[src/rtl/cla_pkg.sv]
package cla_pkg;
   // Bits per lookahead slice; the slice carry logic is written for this size.
   localparam int SLICE_W = 4;

   function automatic int slice_count(input int width);
      return width / SLICE_W;
   endfunction
endpackage

[src/rtl/cla_pg_bits.sv]
// Per-bit generate, inclusive-OR propagate and half-sum terms.
module cla_pg_bits #(
   parameter int W = 32
) (
   input  logic [W-1:0] a,
   input  logic [W-1:0] b,
   output logic [W-1:0] g,
   output logic [W-1:0] p,
   output logic [W-1:0] h
);
   assign g = a & b;
   assign p = a | b;
   assign h = a ^ b;
endmodule

[src/rtl/cla_sop.sv]
// Flat two-level carry expansion: c[i] = g[i-1] + p[i-1]g[i-2] + ... + p[i-1..0]c0.
// N carries come out (c[0] is c0); N-1 generate/propagate pairs go in.
module cla_sop #(
   parameter int N = 4
) (
   input  logic [N-2:0] g,
   input  logic [N-2:0] p,
   input  logic         c0,
   output logic [N-1:0] c
);
   always_comb begin
      logic acc;
      logic term;
      c[0] = c0;
      for (int i = 1; i < N; i++) begin
         acc = 1'b0;
         for (int j = 0; j < i; j++) begin
            term = g[j];
            for (int k = j + 1; k < i; k++) term = term & p[k];
            acc = acc | term;
         end
         term = c0;
         for (int k = 0; k < i; k++) term = term & p[k];
         c[i] = acc | term;
      end
   end
endmodule

[src/rtl/cla_group_pg.sv]
// Group generate and propagate of one slice, formed from bit terms only.
module cla_group_pg #(
   parameter int SW = cla_pkg::SLICE_W
) (
   input  logic [SW-1:0] g,
   input  logic [SW-1:0] p,
   output logic          gg,
   output logic          gp
);
   always_comb begin
      logic term;
      gg = 1'b0;
      for (int j = 0; j < SW; j++) begin
         term = g[j];
         for (int k = j + 1; k < SW; k++) term = term & p[k];
         gg = gg | term;
      end
      gp = &p;
   end
endmodule

[src/rtl/cla_sum_slice.sv]
// One slice: internal carries by flat lookahead, then sum bits.
module cla_sum_slice #(
   parameter int SW = cla_pkg::SLICE_W
) (
   input  logic [SW-2:0] g,
   input  logic [SW-2:0] p,
   input  logic [SW-1:0] h,
   input  logic          cin,
   output logic [SW-1:0] s
);
   logic [SW-1:0] c;

   cla_sop #(.N(SW)) u_sop (
      .g  (g),
      .p  (p),
      .c0 (cin),
      .c  (c)
   );

   assign s = h ^ c;
endmodule

[src/rtl/cla_adder.sv]
module cla_adder #(
   parameter int WIDTH  = 32,
   parameter bit LEVEL2 = 1'b1
) (
   input  logic [WIDTH-1:0]                    a,
   input  logic [WIDTH-1:0]                    b,
   input  logic                                cin,
   output logic [WIDTH-1:0]                    sum,
   output logic                                cout,
   output logic [WIDTH/cla_pkg::SLICE_W-1:0]   grp_gen,
   output logic [WIDTH/cla_pkg::SLICE_W-1:0]   grp_prop
);
   localparam int SW   = cla_pkg::SLICE_W;
   localparam int NBLK = cla_pkg::slice_count(WIDTH);

   if (WIDTH < SW || (WIDTH % SW) != 0) begin : g_bad_width
      $error("cla_adder: WIDTH must be a positive multiple of the slice width");
   end

   logic [WIDTH-1:0] g_bit, p_bit, h_bit;
   logic [NBLK:0]    blk_c;

   cla_pg_bits #(.W(WIDTH)) u_pg (
      .a (a),
      .b (b),
      .g (g_bit),
      .p (p_bit),
      .h (h_bit)
   );

   for (genvar k = 0; k < NBLK; k++) begin : g_slice
      cla_group_pg #(.SW(SW)) u_grp (
         .g  (g_bit[k*SW +: SW]),
         .p  (p_bit[k*SW +: SW]),
         .gg (grp_gen[k]),
         .gp (grp_prop[k])
      );
      cla_sum_slice #(.SW(SW)) u_sum (
         .g   (g_bit[k*SW +: SW-1]),
         .p   (p_bit[k*SW +: SW-1]),
         .h   (h_bit[k*SW +: SW]),
         .cin (blk_c[k]),
         .s   (sum[k*SW +: SW])
      );
   end

   if (LEVEL2 && NBLK > 1) begin : g_lookahead
      logic [NBLK-1:0] c_in;
      cla_sop #(.N(NBLK)) u_top_sop (
         .g  (grp_gen[NBLK-2:0]),
         .p  (grp_prop[NBLK-2:0]),
         .c0 (cin),
         .c  (c_in)
      );
      assign blk_c[NBLK-1:0] = c_in;
      assign blk_c[NBLK] = grp_gen[NBLK-1] | (grp_prop[NBLK-1] & c_in[NBLK-1]);
   end else begin : g_chain
      always_comb begin
         blk_c[0] = cin;
         for (int k = 0; k < NBLK; k++)
            blk_c[k+1] = grp_gen[k] | (grp_prop[k] & blk_c[k]);
      end
   end

   assign cout = blk_c[NBLK];
endmodule

[config.mk]
export PLATFORM = sky130hd
export DESIGN_NAME = cla_adder
export DESIGN_NICKNAME = d
export VERILOG_FILES = /design/src/rtl/cla_pkg.sv /design/src/rtl/cla_pg_bits.sv /design/src/rtl/cla_sop.sv /design/src/rtl/cla_group_pg.sv /design/src/rtl/cla_sum_slice.sv /design/src/rtl/cla_adder.sv
export SDC_FILE = /design/constraint.sdc
export NUM_CORES = 1
export LEC_CHECK = 0
export CAP_MARGIN = 15
export CORE_MARGIN = 8
export CORE_UTILIZATION = 40
export DETAILED_ROUTE_END_ITERATION = 10
export GPL_TIMING_DRIVEN = 1
export MAX_ROUTING_LAYER = met4
export PLACE_DENSITY = 0.82
export REMOVE_ABC_BUFFERS = 1
export SYNTH_ARGS = -nofsm -noshare
export SYNTH_HDL_FRONTEND = slang
export SYNTH_HIERARCHICAL = 1
export SYNTH_SLANG_ARGS = --single-unit
[constraint.sdc]
create_clock -name vclk -period 6.9
set_input_delay 2.07 -clock vclk [all_inputs]
set_output_delay 2.07 -clock vclk [all_outputs]
set_load 0.02 [all_outputs]
After elaboration in Yosys (flattened, before gate mapping)
Cells that the tools add are included.
Operators by class
  bitwise operators: 213
  reductions and logical operators: 8
Operators by type and width (count)
  bitwise AND 1 bit: 101
  OR 1 bit: 101
  bitwise AND 32 bit: 1
  OR 32 bit: 1
  AND reduction 4 bit: 8
  bitwise XOR 32 bit: 1
  bitwise XOR 4 bit: 8
Storage, ports and cells
  flip-flop bits (word level): 0
  bits of input ports: 65

Longest topological paths before layout
  word-level depth: 25
  gate-level depth with buffers: 11
  gate-level depth less buffers: 11

By module
The synthesis kept the hierarchy.
Modules (own cells, without submodules)
  cla_pg_bits: times used 1, cells an instance 160, area an instance 1161.1 sq um
  cla_sop at g_slice[0].u_sum.u_sop ...: times used 8, cells an instance 5, area an instance 38.8 sq um
  cla_sum_slice: times used 8, cells an instance 4, area an instance 35.0 sq um
  cla_group_pg: times used 8, cells an instance 5, area an instance 27.5 sq um
  cla_sop at g_lookahead.u_top_sop: times used 1, cells an instance 17, area an instance 116.4 sq um
  cla_adder: times used 1, cells an instance 1, area an instance 7.5 sq um

Worst setup path before layout
Ideal clock, no wire load.
  path type: input to output
  start point: in a[5]
  end point: out sum[31]
  cell stages on the path: 11
  slack: 0.593 ns
  arrival time: 4.237 ns
  required time: 4.830 ns
  path buffers: 0
  cells stage by stage: inv_1 > ha_1 > inv_1 > a21oi_1 > o21ai_1 > o21ai_1 > o21a_1 > o31ai_2 > a21o_1 > a31o_1 > xor2_1
Between the ends
  longest elaborated chain between the ends: 24
  elaborated cells between the ends (all ways): 40
  classes of those cells: bitwise (39); reduce/logical (1)
RTL lines
  from (decl): RTL line cla_adder.sv:5  | input logic [WIDTH-1:0] a,
  OR 32 bit: RTL line cla_pg_bits.sv:12  | assign p = a | b;
  net p_bit[5]: RTL line cla_adder.sv:20  | logic [WIDTH-1:0] g_bit, p_bit, h_bit;
  bitwise AND 1 bit (3 in series): RTL line cla_group_pg.sv:15  | for (int k = j + 1; k < SW; k++) term = term & p[k];
  OR 1 bit (3 in series): RTL line cla_group_pg.sv:16  | gg = gg | term;
  net grp_gen (one bit): RTL line cla_adder.sv:10  | output logic [WIDTH/cla_pkg::SLICE_W-1:0] grp_gen,
  bitwise AND 1 bit (5 in series): RTL line cla_sop.sv:19  | for (int k = j + 1; k < i; k++) term = term & p[k];
  OR 1 bit (6 in series): RTL line cla_sop.sv:20  | acc = acc | term;
  OR 1 bit: RTL line cla_sop.sv:24  | c[i] = acc | term;
  net g_lookahead.c_in[7]: RTL line cla_adder.sv:48  | logic [NBLK-1:0] c_in;
  bitwise AND 1 bit (3 in series): RTL line cla_sop.sv:23  | for (int k = 0; k < i; k++) term = term & p[k];
  OR 1 bit: RTL line cla_sop.sv:24
  net g_slice[7].u_sum.c[3]: RTL line cla_sum_slice.sv:11  | logic [SW-1:0] c;
  bitwise XOR 4 bit: RTL line cla_sum_slice.sv:20  | assign s = h ^ c;
  to (decl): RTL line cla_adder.sv:8  | output logic [WIDTH-1:0] sum,
The timed path passes the listed nets, and every way through them passes these cells.

Final worst setup path
  start point: in b[3]
  end point: out sum[6]
Between the ends
  longest elaborated chain between the ends: 10
  elaborated cells between the ends (all ways): 15
  classes of those cells: bitwise (14); reduce/logical (1)
RTL lines
  from (decl): RTL line cla_adder.sv:6  | input logic [WIDTH-1:0] b,
  OR 32 bit (*): RTL line cla_pg_bits.sv:12
  net p_bit[3]: RTL line cla_adder.sv:20
  bitwise AND 1 bit: RTL line cla_group_pg.sv:15
  OR 1 bit (3 in series): RTL line cla_group_pg.sv:16
  OR 1 bit (*): RTL line cla_sop.sv:24
  net g_lookahead.c_in[1]: RTL line cla_adder.sv:48
  bitwise AND 1 bit (*) (2 in series): RTL line cla_sop.sv:23
  OR 1 bit (*): RTL line cla_sop.sv:24
  net g_slice[1].u_sum.c[2]: RTL line cla_sum_slice.sv:11
  bitwise XOR 4 bit (*): RTL line cla_sum_slice.sv:20
The timed path passes the listed nets; every way through them passes the cells marked *.

==> run summary <==
Final Cycle Share: 97.62%
Placed insts: 493
Post-DP HPWL: 5704 um
CP Max Fanout: 3
Peak VDD IR: 0.05974 mV
First-pass DRT Iterations: 4
Final #Nets: 554
Drt total wl: 6246 um
Fmax: 148.5 MHz
FILL cells: 451
TNS Setup: 0 ns
Final Max Slew Viols: 0
Drt initial violations: 43
Floorplan Core Area: 0.005075 mm2
Least-Margin Pin Slew: 0.2683 ns
Max Cap Violations: 0
Slew margin rel.: 82.11%
Share of post-route cells with drive strength above 1: 8.038%
Congestion Overflow GR: 0
Count of flip-flops and latches: 0
Crit-path cells: clkdlybuf4s50_1 -> inv_1 -> ha_1 -> inv_1 -> a21oi_1 -> o21ai_1 -> buf_4 -> a21o_1 -> buf_4 -> a21o_1 -> a21o_1 -> xor2_1 -> clkdlybuf4s50_1
Data required, critical path: 4.83 ns
Area grow syn2layout: 66.03%
Syn Area/Cell: 7.227 um2
Vias in the first global route: 2305
Overall routing resource usage: 15.54%
Cell area after synthesis: 0.002096 mm2
Die W: 88.39 um
Reg area: 0 um2
Clock buffer count: 0
Rows: 26
Critical Path End Type: output port
Crit path launch: b[3]
Ports: 114
Pwr Density: 103.7 mW/mm2
CP startpoint kind: primary input
WL/cell: 12.67 um
Placer congestion estimate: 0.8169
Initial antenna violation count: 0
Port buffer count: 114
# diodes: 0
Top cell type's share of synthesized area: 38.21%
P_leak: 2.043 nW
Netlist cell types: 17
Routed via count: 2249
Final setup violation count: 0
Gate Count Post-Synth: 290
Hold Startpoint: b[31]
Worst Hold Class: in2out
Slowest stage delay, CP: 0.62 ns
Post-route DRC: 0
DR vias/cell: 4.562
Final min period: 6.736 ns
Worst path most repeated cell: a21o_1
Post-route insts no fill: 493
Sequential-to-total area share from yosys stat: 0%
Synth area leaders: ha_1 38%, inv_1 17%, xor2_1 13%, a21o_1 10%, a21oi_1 4.1%
First-pass GRT wire length: 9894 um
Worst path slowest cell: clkdlybuf4s50_1
DIE AREA: 0.007812 mm2
Die Y: 88.39 um
Final hold violations: 0
Synth warn: 6
Initial Util: 41.30%
Final ANT Viol Nets: 0
CP Class: in2out
Synth area leader: ha_1
Status: finished, final reports clean
Largest net degree at the start of global routing: 5
Worst EP arrival: 4.67 ns
==> cell type report <==
| cell class | instances | area [um2] | area share [%] |
|---|---|---|---|
| Multi-Input combinational cell | 185 | 1682 | 48.33 |
| Tap cell | 70 | 87.58 | 2.517 |
| Timing Repair Buffer | 142 | 1350 | 38.80 |
| Inverter | 96 | 360.3 | 10.36 |
==> metal layers <==
| metal | global-route usage, % | routed length (um) | vias up |
|---|---|---|---|
| met3 | 3.064 | 412 | 6 |
| met1 | 15.94 | 2507 | 1003 |
| met5 | - | 0 | - |
| met4 | 1.843 | 95 | 0 |
| li1 | - | - | 1169 |
| met2 | 30.21 | 3230 | 71 |
==> power breakdown <==
part | internal (mW) | leakage (nW) | switching, mW
clock network | 0 | 0 | 0
logic | 0.182 | 2.04 | 0.179
registers | 0 | 0 | 0
==> through the flow <==
stage                     hold slack [ns]  cell area (um2)  setup slack (ns)  util, %  power [mW]
after floorplan                     4.268             2028            0.5599        -      0.1817
after detailed placement            5.335             3467           -0.2818    68.32      0.3761
after global routing                5.009             3480          -0.04106    68.57      0.3916
final                               4.958             3480            0.1641    68.57      0.3609
after CTS                           5.126             3461          0.003718    68.20      0.3674
after global placement              5.317             3467           -0.1343    68.32      0.3702
==> worst paths after layout <==
path,depth (start not counted),end
max,13,sum[6]
min,5,sum[31]
==> synthesized netlist by cell type <==
master	instances
inv_1	96
o21ai_0	1
o21ai_1	9
a21oi_1	17
and4_1	8
nor2_1	2
a31o_1	8
o21bai_1	2
o31ai_2	1
a21o_1	28
a211oi_2	1
nand2_1	9
xor2_1	32
nor3_1	1
o21a_1	2
ha_1	64
buf_4	9
==> what timing repair did <==
action | 4_1_cts | 5_1_grt
resized for setup | 13 | 15
hold buffers | 0 | 0
setup endpoints to repair | 12 | 17
buffers inserted | 0 | 0
==> critical path, delay by kind of cell <==
kind,cells,cell delay (ns)
AO/OA/AOI/OAI,5,0.83
XOR/XNOR,1,0.16
adder cells (fa/ha/maj),1,0.13
buffers and inverters,6,1.47
==> logic make-up (layout without fill, tap and decap cells) <==
| kind of cell | Yosys count | after routing | synth area share [%] |
|---|---|---|---|
| xor gates and xnor gates | 32 | 32 | 13.37 |
| buffers and inverters | 105 | 238 | 20.42 |
| adders and majority gates | 64 | 64 | 38.21 |
| AOI/OAI and AO/OA | 69 | 69 | 22.45 |
| and+or+nand+nor | 20 | 20 | 5.552 |
==> layout by cell type, fill, tap and decap left out, drive strengths merged <==
cell type	instances
inv	96
clkdlybuf4s50	94
ha	64
xor2	32
a21o	28
buf	28
a21oi	17
o21ai	10
nand2	9
dlygate4sd2	9
and4	8
a31o	8
dlymetal6s2s	8
nor2	2
o21bai	2
clkbuf	2
o21a	2
a211oi	1
nor3	1
o31ai	1
clkdlybuf4s15	1
No activity file was read; power rests on OpenSTA's default activity.
